## config.mk

```make
export PLATFORM = sky130hd
export DESIGN_NAME = intc_ctrl
export DESIGN_NICKNAME = d
export VERILOG_FILES = /design/src/rtl/intc_pkg.sv /design/src/rtl/intc_holdoff.sv /design/src/rtl/intc_edge.sv /design/src/rtl/intc_status_bank.sv /design/src/rtl/intc_ctrl.sv
export SDC_FILE = /design/constraint.sdc
export NUM_CORES = 1
export LEC_CHECK = 0
export BUFFER_PORTS_ARGS = -buffer_cell sky130_fd_sc_hd__clkbuf_2
export CAP_MARGIN = 15
export CORE_MARGIN = 2
export CORE_UTILIZATION = 30
export DETAILED_ROUTE_END_ITERATION = 10
export GPL_TIMING_DRIVEN = 0
export HOLD_SLACK_MARGIN = 0.12
export SLEW_MARGIN = 10
export SYNTH_ARGS = -nofsm -noshare
export SYNTH_HDL_FRONTEND = slang
export SYNTH_SLANG_ARGS = --single-unit
```

## constraint.sdc

```tcl
create_clock -name clk -period 1.3 [get_ports clk]
set_input_delay 0.195 -clock clk [delete_from_list [all_inputs] [get_ports clk]]
set_output_delay 0.195 -clock clk [all_outputs]
set_load 0.02 [all_outputs]
```

## src/rtl/intc_pkg.sv

```systemverilog
package intc_pkg;

    typedef enum logic [0:0] {
        ST_ARMED   = 1'b0,
        ST_HOLDOFF = 1'b1
    } hold_state_e;

endpackage

```

## src/rtl/intc_holdoff.sv

```systemverilog
module intc_holdoff
    import intc_pkg::*;
#(
    parameter int HOLD_CYCLES = 2000
) (
    input  logic clk,
    input  logic rst_n,
    input  logic rd_stb,
    output logic armed
);

    localparam int CW = (HOLD_CYCLES > 1) ? $clog2(HOLD_CYCLES) : 1;
    localparam logic [CW-1:0] LAST = CW'(HOLD_CYCLES - 1);

    hold_state_e state_q, state_d;
    logic [CW-1:0] cnt_q;

    // state register
    always_ff @(posedge clk or negedge rst_n) begin
        if (!rst_n) state_q <= ST_ARMED;
        else        state_q <= state_d;
    end

    // hold-off counter: restarts on every read, idle while armed
    always_ff @(posedge clk or negedge rst_n) begin
        if (!rst_n)                             cnt_q <= '0;
        else if (rd_stb || state_q == ST_ARMED) cnt_q <= '0;
        else                                    cnt_q <= cnt_q + 1'b1;
    end

    // transitions
    always_comb begin
        state_d = state_q;
        unique case (state_q)
            ST_ARMED:   if (rd_stb) state_d = ST_HOLDOFF;
            ST_HOLDOFF: if (!rd_stb && cnt_q == LAST) state_d = ST_ARMED;
            default:    state_d = ST_ARMED;
        endcase
    end

    // outputs
    always_comb begin
        armed = (state_q == ST_ARMED);
    end

endmodule

```

## src/rtl/intc_edge.sv

```systemverilog
module intc_edge (
    input  logic clk,
    input  logic rst_n,
    input  logic evt,
    output logic rise
);

    logic evt_prev_q;

    always_ff @(posedge clk or negedge rst_n) begin
        if (!rst_n) evt_prev_q <= 1'b0;
        else        evt_prev_q <= evt;
    end

    assign rise = evt && !evt_prev_q;

endmodule

```

## src/rtl/intc_status_bank.sv

```systemverilog
module intc_status_bank #(
    parameter int NUM_LEVEL = 7
) (
    input  logic                 clk,
    input  logic                 rst_n,
    input  logic [NUM_LEVEL-1:0] lvl,
    input  logic                 wd_rise,
    input  logic [NUM_LEVEL:0]   mask,
    input  logic                 en,
    input  logic                 armed,
    input  logic                 rd,
    output logic [NUM_LEVEL:0]   stat
);

    localparam int WD_BIT = NUM_LEVEL;

    // level-driven bits: captured only while armed, cleared by a read
    for (genvar i = 0; i < NUM_LEVEL; i++) begin : g_lvl
        always_ff @(posedge clk or negedge rst_n) begin
            if (!rst_n)                             stat[i] <= 1'b0;
            else if (rd)                            stat[i] <= 1'b0;
            else if (armed && en && mask[i] && lvl[i]) stat[i] <= 1'b1;
        end
    end

    // event bit: a new capture wins over a coincident clear
    always_ff @(posedge clk or negedge rst_n) begin
        if (!rst_n)                               stat[WD_BIT] <= 1'b0;
        else if (wd_rise && en && mask[WD_BIT])   stat[WD_BIT] <= 1'b1;
        else if (rd)                              stat[WD_BIT] <= 1'b0;
    end

endmodule

```

## src/rtl/intc_ctrl.sv

```systemverilog
module intc_ctrl #(
    parameter int NUM_LEVEL   = 7,
    parameter int HOLD_CYCLES = 2000
) (
    input  logic                 clk,
    input  logic                 rst_n,
    input  logic [NUM_LEVEL-1:0] fault_lvl,
    input  logic                 wdog_evt,
    input  logic [NUM_LEVEL:0]   irq_mask,
    input  logic                 irq_en,
    input  logic                 stat_rd,
    output logic [NUM_LEVEL:0]   stat_q,
    output logic                 intb_n
);

    logic armed;
    logic wd_rise;

    intc_holdoff #(.HOLD_CYCLES(HOLD_CYCLES)) u_hold (
        .clk    (clk),
        .rst_n  (rst_n),
        .rd_stb (stat_rd),
        .armed  (armed)
    );

    intc_edge u_wd_edge (
        .clk   (clk),
        .rst_n (rst_n),
        .evt   (wdog_evt),
        .rise  (wd_rise)
    );

    intc_status_bank #(.NUM_LEVEL(NUM_LEVEL)) u_bank (
        .clk     (clk),
        .rst_n   (rst_n),
        .lvl     (fault_lvl),
        .wd_rise (wd_rise),
        .mask    (irq_mask),
        .en      (irq_en),
        .armed   (armed),
        .rd      (stat_rd),
        .stat    (stat_q)
    );

    assign intb_n = !(irq_en && |(stat_q & irq_mask));

endmodule

```

After elaboration in Yosys (flattened, before gate mapping)
Index checks and enable logic that the tools add are counted.

Add/sub/neg operators: 1. Equal/unequal tests: 1. Muxes and demuxes: 20. Bitwise operators: 2. Reduce and logical (&&, ||, !) cells: 33.

Operator list (number): 1-bit logical AND (20); 1-bit 2-to-1 mux (18); 2-bit nonzero test (8); 11-bit by 1-bit adder with 11-bit output (second input constant) (1); 11-bit == test (second input constant) (1); 11-bit 2-to-1 mux (1); 8-bit AND (1); 8-bit OR reduction (1); 1-bit logical NOT (3); 1-bit one-hot mux with 2 select lines (1); 1-bit logical OR (1); 1-bit NOT (1).

Bits in registers: 21. Input port bits: 20. Output and inout bits: 9.

Depth between registers and ports, before layout
Depth after elaboration: 6. Depth in mapped cells: 4.

Hierarchy
A second synthesis with hierarchy kept.

Cells, all modules: 89. Area, all modules: 977.2 um2.

Modules (own cells, without submodules): intc_holdoff (times used 1, cells each 55, area an instance 575.6 um2, seq. area each 300.3 um2); intc_status_bank (times used 1, cells each 27, area an instance 311.5 um2, seq. area each 200.2 um2); intc_ctrl (times used 1, cells each 5, area an instance 51.3 um2, seq. area each 0.0 um2); intc_edge (times used 1, cells each 2, area an instance 38.8 um2, seq. area each 25.0 um2).

Worst setup path before layout
No wires, ideal clock.

Path kind: register to register. From: reg u_hold.cnt_q[0]. To: reg u_hold.cnt_q[10]. Library setup time: 0.077 ns. Arrival: 1.270 ns. Required time: 1.223 ns. Slack: -0.047 ns. Cell stages (with the launch flop): 5. Path buffers: 0. Period minus slack after synthesis: 1.347 ns. Cell sequence: dfrtp_1 ha_1 nand2_1 or4_1 a21oi_1.

Longest elaborated chain between the ends: 2.

RTL lines: start, declared (line intc_holdoff.sv:16) `logic [CW-1:0] cnt_q;`; start signal, assigned (line intc_holdoff.sv:28) `else cnt_q <= cnt_q + 1'b1;`; 11-bit by 1-bit adder with 11-bit output (line intc_holdoff.sv:28); 11-bit 2-to-1 mux (line intc_holdoff.sv:27) `else if (rd_stb || state_q == ST_ARMED) cnt_q <= '0;`.

Every way passes these cells. A chain may end at the register's enable or synchronous reset.

Worst setup path in the final report
From: reg u_bank.stat[1]. To: out intb_n.

Longest elaborated chain between the ends: 4.

RTL lines: start, declared (line intc_status_bank.sv:12) `output logic [NUM_LEVEL:0] stat`; start signal, assigned by index (line intc_status_bank.sv:20) `if (!rst_n) stat[i] <= 1'b0;`; start signal, assigned by index (line intc_status_bank.sv:21) `else if (rd) stat[i] <= 1'b0;`; start signal, assigned by index (line intc_status_bank.sv:22) `else if (armed && en && mask[i] && lvl[i]) stat[i] <= 1'b1;`; 8-bit AND (line intc_ctrl.sv:45) `assign intb_n = !(irq_en && |(stat_q & irq_mask));`; 8-bit OR reduction (line intc_ctrl.sv:45); 1-bit logical AND (line intc_ctrl.sv:45); 1-bit logical NOT (line intc_ctrl.sv:45); end, declared (line intc_ctrl.sv:13) `output logic intb_n`.

Every way passes these cells.

==> flow_summary.ini <==
[run_status]
status = finished with violations
violations = negative setup slack

[run]
max-cap-violations = 0

[sta]
setup_ws_ps = -134
tightest_slew_ps = 514
fin_crit_ps = 1430
slew_violations = 0
final.setup_skew_ps = 9.31
period_share_pct = 110
hold_slack_ps = 134
rsz0062_at_grt = true
hold_violations = 0
setup-violations-final = 3
fmax_mhz = 697
slew_headroom_pct = 65.8

[placed_design]
io_buffers = 28
dp.final_hpwl_mm = 1.53
gp_congestion = 0.719
dp_cells = 160

[worst_setup_path]
cp.arrival_ps = 1240
worstPathMaxFanout = 2
timing.rr.end = u_hold.cnt_q[10]
r2r_cells = 3
rr_startpoint = u_hold.cnt_q[7]
endpoint_kind = output pin
reg2reg_slack_ps = -20
cp-start-kind = register
startpoint = u_bank.stat[1]
crit_end = intb_n
cp.required_ps = 1110
crit_type = register to output pin

[synthesis]
yosys_warnings = 0
syn_area_um2 = 946
synthDistinctLibCells = 27
synth_xor_xnor_area_share_pct = 2.78
netlist_instances = 88
syn_avg_cell_area_um2 = 10.7
synth_compound_area_share_pct = 17.2
synth.area.mux_share_pct = 0
ys_seq_elements = 21
yosys.area_share.simple_pct = 20.8
synth_top_family_by_area = simple AND/OR/NAND/NOR gates
synth_nets = 109
synth_fa_ha_area_share_pct = 1.32
synth_seq_area_share_pct = 55.6

[floorplanning]
dieArea_um2 = 3620
die_w_um = 60.2
rows = 20
start_util_pct = 31.2
die_h_um = 60.2
io_pins = 29
fp.coreArea_um2 = 3030

[clock_tree]
cts_buffers = 3
cts_max_path_buffers = 2
clock_latency_ps = 300
cts_tree = done
cts_num_sinks = 21
clk_pin_slew_ps = 120
htreeDepth = 1
clockRootBuffer = clkbuf_4

[drt]
dr.pass1.iters = 4
viasPerCell = 4.78
route.detailed.wl_per_inst_um = 13.2
drtAntennaViolNets = 0
routed_wl_mm = 2.41
drtIter0Drc = 8
via_count = 870
drc_errors = 0

[power_and_ir_drop]
ir_drop_mv = 0.447
p_leak_uw = 0.000621
p_per_area_nw_per_um2 = 786
power_uw = 1100

[cells_and_area]
nNetsFinal = 160
area_growth_syn_to_layout_pct = 47.6
fin_util_pct = 46.1
drive_gt1_share_pct = 48.6
num_antenna_cells = 0
stdcell_count = 182

[global_routing]
grt_max_degree = 22
grt_usage_pct = 14.6
grt_overflow = 0
grt_pass1_vias = 926
antenna_found_initial = 0
grt_pass1_wl_mm = 3.96

[worst_hold_path]
hp-class = input port to register
==> where the power goes <==
part	switching, uW	internal, uW	total (uW)
Sequential	15.3	665	680
Clock	197	120	316
Combinational	51.5	49.1	101
==> how the worst min path moves through the flow <==
stage | slack, ps | from | endpoint | cells after the start
2_1_floorplan | -100 | rst_n | u_bank.stat[0] | 0
3_3_place_gp | 200 | rst_n | u_hold.cnt_q[5] | 1
3_5_place_dp | 210 | rst_n | u_hold.cnt_q[5] | 1
4_1_cts | 130 | fault_lvl[2] | u_bank.stat[2] | 3
5_1_grt | 160 | fault_lvl[1] | u_bank.stat[1] | 3
6_report | 130 | fault_lvl[2] | u_bank.stat[2] | 3
==> worst max-delay path: stages, from the launching register on <==
cell and delay [ps]:
dfrtp_1 420, a22oi_2 170, nand4_1 120, nand2_1 80, clkbuf_8 140
==> stage by stage <==
step / setup TNS, ps / setup slack, ps / area, um2
2_1_floorplan: -0.195 / -0.195 / 951
3_3_place_gp: -94.1 / -49.4 / 1150
3_5_place_dp: -223 / -75.6 / 1150
4_1_cts: -199 / -133 / 1350
5_1_grt: -433 / -181 / 1400
6_report: -184 / -134 / 1400
==> kinds of logic (layout without fill, tap and decap cells) <==
kind of cell	count (synthesis)	count (layout)
compound gates	25	25
xor+xnor	3	3
fa+ha+maj	1	1
buf+inv	4	54
flops	21	21
simple gates	34	34
==> cells in the final DEF (no fill, tap or decap), types with 2 or more instances in the layout <==
| cell | n |
|---|---|
| clkbuf_2 | 27 |
| a21oi_2 | 3 |
| o31ai_1 | 3 |
| nor2_1 | 10 |
| a22oi_2 | 3 |
| nand4_1 | 2 |
| o21a_1 | 2 |
| buf_4 | 16 |
| a21oi_1 | 2 |
| nand2_1 | 3 |
| inv_1 | 2 |
| clkbuf_4 | 3 |
| nand3_4 | 2 |
| nand2b_1 | 3 |
| o21ai_0 | 2 |
| dlygate4sd3_1 | 2 |
| or4_4 | 2 |
| nor2b_1 | 2 |
| dfrtp_2 | 5 |
| dfrtp_1 | 16 |
| clkbuf_1 | 2 |
| and2_1 | 2 |
| a31oi_1 | 7 |
| nand3_1 | 2 |
| or4_1 | 2 |
| xnor2_1 | 2 |
==> Yosys cell counts <==
| cell type | n | area share [%] |
|---|---|---|
| xnor2_1 | 2 | 1.9 |
| nand2b_1 | 3 | 2.0 |
| nand3_4 | 1 | 1.9 |
| dfrtp_1 | 21 | 56 |
| clkbuf_1 | 1 | 0.40 |
| buf_6 | 1 | 1.2 |
| ha_1 | 1 | 1.3 |
| a31oi_1 | 7 | 4.6 |
| o41ai_1 | 1 | 0.93 |
| nand4b_1 | 1 | 0.93 |
| nor2_1 | 10 | 4.0 |
| xor2_1 | 1 | 0.93 |
| nand4_1 | 2 | 1.3 |
| or3_1 | 1 | 0.66 |
| nor3_1 | 1 | 0.53 |
| or4_1 | 4 | 3.2 |
| nand3_2 | 1 | 1.1 |
| nor2b_1 | 2 | 1.3 |
| and2_1 | 2 | 1.3 |
| nand3_1 | 2 | 1.1 |
| nand2_1 | 4 | 1.6 |
| inv_1 | 2 | 0.79 |
| a22oi_1 | 4 | 3.2 |
| o21a_1 | 2 | 1.6 |
| a21oi_1 | 5 | 2.6 |
| o21ai_0 | 2 | 1.1 |
| o31ai_1 | 4 | 3.2 |
==> metal layers <==
| metal | up-vias | track usage [%] | routed length [um] |
|---|---|---|---|
| li1 | 425 | - | - |
| met1 | 417 | 16.6 | 1020 |
| met2 | 26 | 27.2 | 1270 |
| met3 | 2 | 1.95 | 104 |
| met4 | 0 | 5.71 | 12 |
| met5 | - | 0 | 0 |
==> layout make-up <==
type,count,area [um2]
plain buffers,2,15.0
clock buffers,4,26.3
fillers,292,1630
inverters,2,7.51
multi-input cells,63,472
flip-flops and latches,21,532
well taps,44,55.1
repair buffers,46,289
==> repair_timing <==
item	CTS	global route
gates resized for setup	12	8
hold buffers	2	0
pin swaps	9	4
setup endpoints to repair	6	9
hold endpoints to repair	22	0
buffers inserted	13	3
==> registers in the layout, indices dropped and copies added, names as in the netlist <==
| name | cells |
|---|---|
| u_hold.cnt_q | 11 |
| u_bank.stat | 8 |
| u_hold.state_q | 1 |
| u_wd_edge.evt_prev_q | 1 |
No activity file was read; power rests on OpenSTA's default activity.
